<file path="src/rtl/rowmgr_pkg.sv">
package rowmgr_pkg;
    typedef enum logic [1:0] {
        ACT_HIT  = 2'd0,
        ACT_OPEN = 2'd1,
        ACT_SWAP = 2'd2
    } row_act_e;

    function automatic int idx_width(input int depth);
        return (depth > 1) ? $clog2(depth) : 1;
    endfunction
endpackage

</file>
<file path="src/rtl/rowmgr_lookup.sv">
module rowmgr_lookup #(
    parameter int DEPTH  = 4,
    parameter int BANK_W = 3,
    parameter int ROW_W  = 14,
    localparam int IDX_W = rowmgr_pkg::idx_width(DEPTH)
) (
    input  logic              slot_v    [DEPTH],
    input  logic [BANK_W-1:0] slot_bank [DEPTH],
    input  logic [ROW_W-1:0]  slot_row  [DEPTH],
    input  logic [BANK_W-1:0] req_bank,
    input  logic [ROW_W-1:0]  req_row,
    output logic              hit_any,
    output logic [IDX_W-1:0]  hit_idx,
    output logic              row_same
);
    always_comb begin
        hit_any  = 1'b0;
        hit_idx  = '0;
        row_same = 1'b0;
        for (int i = 0; i < DEPTH; i++) begin
            if (!hit_any && slot_v[i] && slot_bank[i] == req_bank) begin
                hit_any  = 1'b1;
                hit_idx  = IDX_W'(i);
                row_same = (slot_row[i] == req_row);
            end
        end
    end
endmodule

</file>
<file path="src/rtl/rowmgr_recency.sv">
module rowmgr_recency #(
    parameter int DEPTH  = 4,
    parameter int BANK_W = 3,
    parameter int ROW_W  = 14,
    localparam int IDX_W = rowmgr_pkg::idx_width(DEPTH)
) (
    input  logic              clk,
    input  logic              rst,
    input  logic              flush,
    input  logic              upd,
    input  logic [IDX_W-1:0]  pos,
    input  logic [BANK_W-1:0] new_bank,
    input  logic [ROW_W-1:0]  new_row,
    output logic              slot_v    [DEPTH],
    output logic [BANK_W-1:0] slot_bank [DEPTH],
    output logic [ROW_W-1:0]  slot_row  [DEPTH]
);
    // Slot 0 is most recent; valid slots are always packed at the front.
    for (genvar i = 0; i < DEPTH; i++) begin : g_slot
        if (i == 0) begin : g_head
            always_ff @(posedge clk) begin
                if (rst || flush) begin
                    slot_v[i]    <= 1'b0;
                    slot_bank[i] <= '0;
                    slot_row[i]  <= '0;
                end else if (upd) begin
                    slot_v[i]    <= 1'b1;
                    slot_bank[i] <= new_bank;
                    slot_row[i]  <= new_row;
                end
            end
        end else begin : g_tail
            always_ff @(posedge clk) begin
                if (rst || flush) begin
                    slot_v[i]    <= 1'b0;
                    slot_bank[i] <= '0;
                    slot_row[i]  <= '0;
                end else if (upd && IDX_W'(i) <= pos) begin
                    slot_v[i]    <= slot_v[i-1];
                    slot_bank[i] <= slot_bank[i-1];
                    slot_row[i]  <= slot_row[i-1];
                end
            end
        end
    end
endmodule

</file>
<file path="src/rtl/rowmgr_top.sv">
module rowmgr_top #(
    parameter int BANK_W      = 3,
    parameter int ROW_W       = 14,
    parameter int OPEN_MAX    = 4,
    parameter bit SINGLE_BANK = 1'b0,
    localparam int DEPTH = SINGLE_BANK ? 1 : OPEN_MAX,
    localparam int IDX_W = rowmgr_pkg::idx_width(DEPTH)
) (
    input  logic              clk,
    input  logic              rst,
    input  logic              close_all,
    input  logic              req_valid,
    output logic              req_ready,
    input  logic [BANK_W-1:0] req_bank,
    input  logic [ROW_W-1:0]  req_row,
    output logic              dec_valid,
    output logic [1:0]        dec_kind,
    output logic [BANK_W-1:0] pre_bank,
    output logic [BANK_W-1:0] act_bank,
    output logic [ROW_W-1:0]  act_row,
    input  logic              dec_ack
);
    import rowmgr_pkg::*;

    logic              slot_v    [DEPTH];
    logic [BANK_W-1:0] slot_bank [DEPTH];
    logic [ROW_W-1:0]  slot_row  [DEPTH];
    logic              hit_any, row_same, accept, waiting;
    logic [IDX_W-1:0]  hit_idx, pos;
    row_act_e          kind_d, kind_q;
    logic [BANK_W-1:0] victim;

    rowmgr_lookup #(.DEPTH(DEPTH), .BANK_W(BANK_W), .ROW_W(ROW_W)) u_lookup (
        .slot_v(slot_v), .slot_bank(slot_bank), .slot_row(slot_row),
        .req_bank(req_bank), .req_row(req_row),
        .hit_any(hit_any), .hit_idx(hit_idx), .row_same(row_same)
    );

    rowmgr_recency #(.DEPTH(DEPTH), .BANK_W(BANK_W), .ROW_W(ROW_W)) u_recency (
        .clk(clk), .rst(rst), .flush(close_all), .upd(accept), .pos(pos),
        .new_bank(req_bank), .new_row(req_row),
        .slot_v(slot_v), .slot_bank(slot_bank), .slot_row(slot_row)
    );

    assign waiting   = dec_valid && (kind_q != ACT_HIT);
    assign req_ready = !close_all && !waiting;
    assign accept    = req_valid && req_ready;
    assign pos       = hit_any ? hit_idx : IDX_W'(DEPTH - 1);

    always_comb begin
        if (hit_any) begin
            kind_d = row_same ? ACT_HIT : ACT_SWAP;
            victim = req_bank;
        end else begin
            kind_d = slot_v[DEPTH-1] ? ACT_SWAP : ACT_OPEN;
            victim = slot_bank[DEPTH-1];
        end
    end

    always_ff @(posedge clk) begin
        if (rst) begin
            dec_valid <= 1'b0;
            kind_q    <= ACT_HIT;
            pre_bank  <= '0;
            act_bank  <= '0;
            act_row   <= '0;
        end else if (accept) begin
            dec_valid <= 1'b1;
            kind_q    <= kind_d;
            pre_bank  <= victim;
            act_bank  <= req_bank;
            act_row   <= req_row;
        end else if (dec_valid && (kind_q == ACT_HIT || dec_ack)) begin
            dec_valid <= 1'b0;
        end
    end

    assign dec_kind = kind_q;
endmodule

</file>
<file path="config.mk">
export PLATFORM = sky130hd
export DESIGN_NAME = rowmgr_top
export DESIGN_NICKNAME = d
export VERILOG_FILES = /design/src/rtl/rowmgr_pkg.sv /design/src/rtl/rowmgr_lookup.sv /design/src/rtl/rowmgr_recency.sv /design/src/rtl/rowmgr_top.sv
export SDC_FILE = /design/constraint.sdc
export NUM_CORES = 1
export LEC_CHECK = 0
export BUFFER_PORTS_ARGS = -buffer_cell sky130_fd_sc_hd__buf_2
export CAP_MARGIN = 20
export CORE_MARGIN = 2
export CORE_UTILIZATION = 45
export CTS_CLUSTER_SIZE = 16
export DETAILED_ROUTE_END_ITERATION = 7
export GPL_TIMING_DRIVEN = 0
export MAX_ROUTING_LAYER = met4
export SYNTH_ARGS = -nofsm -noshare
export SYNTH_HDL_FRONTEND = slang
export SYNTH_SLANG_ARGS = --single-unit
</file>
<file path="constraint.sdc">
create_clock -name clk -period 3.4 [get_ports clk]
set_clock_uncertainty 0.1 [all_clocks]
set_input_delay 0.17 -clock clk [delete_from_list [all_inputs] [get_ports clk]]
set_output_delay 0.17 -clock clk [all_outputs]
set_load 0.05 [all_outputs]
</file>
[Yosys cells after proc, flatten, opt, wreduce, memory -nomap -nowiden]
Index checks and enable logic that the tools add are counted.
Widths: inputs -> output; s select.
Cells by class
  $add $sub $neg: 0
  $mul: 0
  div/mod/pow operators: 0
  order comparisons: 3
  eq/ne operators: 8
  shift-type cells: 0
  muxes and demuxes: 18
  bitwise operators: 0
  reduce and logical (&&, ||, !) cells: 24
Operators by type and width (number)
  $eq 14x14->1: 4
  $logic_and 1x1->1: 14
  $eq 3x3->1: 4
  $mux 2: 6
  $mux 1: 11
  $logic_not 1->1: 5
  $le 2x2->1 const A: 2
  $reduce_bool 2->1: 2
  $mux 3: 1
  $le 1x2->1 const A: 1
  $logic_not 2->1: 1
  $logic_or 1x1->1: 2
Word-level totals
  register bits: 95
  latch bits: 0
  RAM bits: 0
  ROM bits: 0
  bits of input ports: 22
  output and inout bits: 24
  logic and storage cells: 70
  memories: 0

[Depth between registers and ports, before layout]
  word-level depth: 18
  mapped depth: 9
  mapped depth without buffers: 6

[Hierarchy]
A second synthesis with hierarchy kept.
Second synthesis, totals
  cell total of the unflattened synthesis: 508
  area, all modules: 5086.1 sq um
By module, submodules not included
  rowmgr_recency: instances 1, cells each 307, area an instance 3241.9 sq um, sequential area each 1441.4 sq um
  rowmgr_top: instances 1, cells each 95, area an instance 1029.7 sq um, sequential area each 460.4 sq um
  rowmgr_lookup: instances 1, cells each 106, area an instance 814.5 sq um, sequential area each 0.0 sq um

[Worst setup path after synthesis]
OpenSTA, ideal clock, no wires.
  kind: register to register
  start point: register kind_q[1], in the netlist dec_kind[1]
  end point: register u_recency.slot_row[10] (netlist name)
  setup time: 0.128 ns
  data arrival time: 2.156 ns
  required time: 3.172 ns
  setup slack: 1.017 ns
  stages on the path, launching flop included: 10
  path buffers: 3
  period minus slack after synthesis: 2.383 ns
  path through: dfxtp_1 o21ai_1 and2b_1 and2_1 buf_6 nand4_1 buf_4 buf_6 mux2i_1 nor2_1
Between the ends
  longest elaborated chain between the ends: 6
RTL lines
  start: declaration: RTL line rowmgr_top.sv:30  | row_act_e kind_d, kind_q;
  start signal: assignment: RTL line rowmgr_top.sv:69  | kind_q <= kind_d;
  $reduce_bool 2->1: RTL line rowmgr_top.sv:45  | assign waiting = dec_valid && (kind_q != ACT_HIT);
  $logic_and 1x1->1: RTL line rowmgr_top.sv:45
  $logic_not 1->1: RTL line rowmgr_top.sv:46  | assign req_ready = !close_all && !waiting;
  $logic_and 1x1->1: RTL line rowmgr_top.sv:46
  via req_ready: RTL line rowmgr_top.sv:13  | output logic req_ready,
  $logic_and 1x1->1: RTL line rowmgr_top.sv:47  | assign accept = req_valid && req_ready;
  $logic_and 1x1->1: RTL line rowmgr_recency.sv:38  | end else if (upd && IDX_W'(i) <= pos) begin
  end signal: indexed assignment: RTL line rowmgr_recency.sv:41  | slot_row[i] <= slot_row[i-1];
  end: declaration: RTL line rowmgr_recency.sv:16  | output logic [ROW_W-1:0] slot_row [DEPTH]
The timed path passes the listed nets, and every way through them passes these cells.
A chain may end at the register's enable or synchronous reset.

[Final worst setup path]
  start point: register u_recency.slot_row[42] (netlist name)
  end point: register kind_q[1], in the netlist dec_kind[1]
Between the ends
  longest elaborated chain between the ends: 7
RTL lines
  start signal: indexed assignment: RTL line rowmgr_recency.sv:29  | slot_row[i] <= new_row;
  $eq 14x14->1: RTL line rowmgr_lookup.sv:24  | row_same = (slot_row[i] == req_row);
  $mux 1 (4 in a row): RTL line rowmgr_lookup.sv:21  | if (!hit_any && slot_v[i] && slot_bank[i] == req_bank) begin
  $mux 2: RTL line rowmgr_top.sv:52  | kind_d = row_same ? ACT_HIT : ACT_SWAP;
  $mux 2: RTL line rowmgr_top.sv:51  | if (hit_any) begin
No other way between the ends.

==> results summary <==
The number of instances in the synthesized netlist is 473. The count of final hold-check violations came out at 0. The worst setup path is launched from a flop.

The power per standard cell area came out at 460 mW/mm². The slew at the pin closest to its max-slew limit came out at 0.606 ns. The total clock sinks came out at 95. The initial antenna violation count is 0.

The die height is 100 µm. Clock latency on the worst-skew pair, taken at its later pin, is 0.37 ns. The largest stage delay on the critical path is 0.54 ns. The average instance in the mapped netlist occupies 8.84 µm².

Dividing the detail-routed wire length by the instance count gives 16.0 µm. The setup check on the worst reg-to-reg path leaves a slack of 1.45 ns. The leakage power figure is 1.82 nW.

The final critical-path required period came out at 1.95 ns. In this run the worst setup path terminates at dec_kind[1]$_SDFFE_PP0P_. The number of max-slew violations in the final report is 0. The number of cells on the worst reg-to-reg path is 6. The endpoint identified for the worst register-to-register timing path is dec_kind[1]$_SDFFE_PP0P_. The vias per cell came out at 5.15. The flow ran to the end, and the final reports show no timing, DRC or antenna violations. The mapped cell area is 0.00418 mm². The floorplan step defined a die boundary enclosing 0.0101 mm².

In this run the post-CTS setup repair buffer count came out at 0. For this design, the slowest cell found on the critical path is or4_1. The highest net fanout along the worst path is 3.

In this run, synthesis produced a sequential element count of 95. The buffering stage count on the worst path with inverters included is 0. Setup total negative slack on the finished layout was measured at 0 ns. Summed over all nets, wire length on met2 after detailed routing comes to 4770 µm. The CTS tree is yes.

VDD sags by at most 0.000262 V. The routed length on met1 is 4690 µm. The remaining global-route overflow is 0. Compared with the post-synthesis result, the final layout area differs by 11.5%. The final weighted congestion in routability-driven placement is 0.867. The top cell types in the final layout, fill and taps aside, are dfxtp_1 (95), nand2_1 (71), a21oi_1 (53).

The critical path goes through xor2_2 -> nor4_2 -> nand3_1 -> or4_1 -> o2111ai_1 -> nand2_1. The routed length on met3 is 421 µm. The library cell used most frequently in the layout, excluding fill and tap cells, is dfxtp_1. The endpoint class of the critical path is a flop. From left edge to right edge, the die measures 100 µm. The critical path depth in cells is 6. The startpoint identified for the worst register-to-register timing path is u_recency.slot_row[42]$_SDFFE_PP0P_. The count of instances resized after the clock tree is built is 0. The HPWL reported at the end of detailed placement came out at 7840 µm. The clock root buffer is clkbuf_8. The via count of the routed design came out at 3237. The worst-case hold slack is 0.0151 ns.

Counting the buffers created by CTS gives 9. The number of buffer cells added on primary ports is 27. After synthesis, the cell types taking the most area are dfxtp_1 (45%), xnor2_1 (9.4%), mux2i_1 (9.3%). The worst-case headroom to the max-slew limit came out at 59.6%. Setup repair after global routing left no endpoint under its margin.

The net count of the finished layout is 534. Of all cell types, the one taking the most synthesized area is dfxtp_1. The required time at the worst-slack endpoint is 3.54 ns. The number of cell rows came out at 35. The achievable clock frequency came out at 514 MHz. The number of maximum-capacitance violations came out at 0. The register clock-pin slew on the reported worst setup and hold paths came out at 0.09 ns. The via count of the first global-routing pass came out at 3238.

The critical path is of the flop to flop type. The aggregate routed wire length is 10100 µm. The class of the most critical hold timing path is input port to flop. The total setup violations reported at the end of the flow is 0. The number of DRC markers in iteration 0 is 112. The effective utilization at floorplan is 45.9%.

The number of levels in the clock H-tree came out at 3. The first-pass iteration count of the detailed router came out at 5. The worst-case clock buffer depth is 2. The maximum number of pins on one net before global-route repair came out at 16.

The worst path setup slack after routing came out at 1.45 ns. After detailed routing, no signal wire sits above met4. The share of the Yosys chip area taken by registers is 45.5%. The net count of the mapped netlist came out at 495. The number of nets with antenna violations after detailed routing is 0.

The core box area came out at 0.00911 mm². The critical path arrival came out at 2.09 ns. 46 I/O pins were placed. Before CTS, the worst setup slack after placement is 1.38 ns. The filler cells instantiated in the layout total 900.

The number of different library cells in the post-synthesis netlist came out at 30. The number of antenna diodes in the final layout is 0. Buffers inserted to repair hold after CTS numbered 1. The global-route total usage across every layer is 22.5%. The post-route fraction of the period consumed by the critical path came out at 57.2%.

In this run the worst setup path begins at u_recency.slot_row[42]$_SDFFE_PP0P_. The post-route DRC violation count is 0. The cell class contributing the biggest share of worst-path delay is simple AND/OR/NAND/NOR gates.

The area share of the largest cell type after synthesis is 45.5%. Yosys printed 0 warnings. The global-route wire length before repair is 16900 µm. The post-route netlist has 12.2% of its cells at a drive strength greater than 1.
sequential cells by signal, summed over array words and instances (netlist names):
signal               count
act_bank                 3
u_recency.slot_bank     12
u_recency.slot_v         4
dec_kind                 2
act_row                 14
u_recency.slot_row      56
pre_bank                 3
dec_valid                1
kinds of logic after synthesis:
logic type,share of synthesized area [%]
xor+xnor,14.4
mux,9.33
compound gates,7.69
buf+inv,5.35
simple gates,17.7
flops,45.5
synthesized netlist by cell type, drive strengths merged:
cell / number
and2b: 1
and2: 2
clkbuf: 25
or2: 1
nand2: 71
a211oi: 3
xnor2: 45
nor4: 4
mux2i: 39
o21ai: 1
xor2: 23
o2111ai: 1
a21oi: 53
nand3b: 1
dfxtp: 95
nand3: 21
or4: 2
buf: 19
nand4: 13
o41a: 1
nor2: 46
a311oi: 1
nor3: 5
worst min-delay path, stage by stage:
cell and delay (ns):
buf_6 0.12, nand2_1 0.09, a21oi_1 0.06
layer usage:
layer | vias to the layer above | GRT usage (%)
met3 | 16 | 2.65
met5 | - | -
li1 | 1643 | -
met1 | 1503 | 29.4
met2 | 75 | 36.1
met4 | 0 | 8.54
final cells by class:
cell class / instances / area [µm²] / area share [%]
Tap cell: 111 / 139 / 2.98
Timing Repair Buffer: 28 / 145 / 3.11
Sequential cell: 95 / 1900 / 40.8
Multi-Input combinational cell: 334 / 2060 / 44.1
Clock inverter: 5 / 57.6 / 1.23
Buffer: 44 / 224 / 4.80
Clock buffer: 11 / 141 / 3.03
how the worst min path moves through the flow:
stage | endpoint | depth (start not counted) | start | slack [ns]
2_1_floorplan | dec_valid$_SDFFE_PP0P_ | 3 | dec_ack | 0.25
3_3_place_gp | act_row[10]$_SDFFE_PP0P_ | 2 | act_row[10]$_SDFFE_PP0P_ | 0.34
3_5_place_dp | act_bank[1]$_SDFFE_PP0P_ | 2 | act_bank[1]$_SDFFE_PP0P_ | 0.34
4_1_cts | u_recency.slot_row[42]$_SDFFE_PP0P_ | 3 | req_row[0] | 0.001
5_1_grt | act_row[0]$_SDFFE_PP0P_ | 3 | req_row[0] | 0.04
6_report | u_recency.slot_row[42]$_SDFFE_PP0P_ | 3 | req_row[0] | 0.02
power by group:
| part | switching [mW] | internal [mW] |
|---|---|---|
| Combinational | 0.171 | 0.0786 |
| Sequential | 0.0116 | 1.13 |
| Clock | 0.396 | 0.359 |
metrics by stage:
step	utilization, %	area, µm²	std cells	power (mW)
after global routing	51.2	4670	628	2.23
after global placement	48.9	4460	611	1.42
after CTS	51.2	4670	628	2.16
after detailed placement	48.9	4460	611	1.42
final	51.2	4670	628	2.15
after floorplan	-	4180	473	1.36
Note: power is estimated with default switching activity, not from simulation.
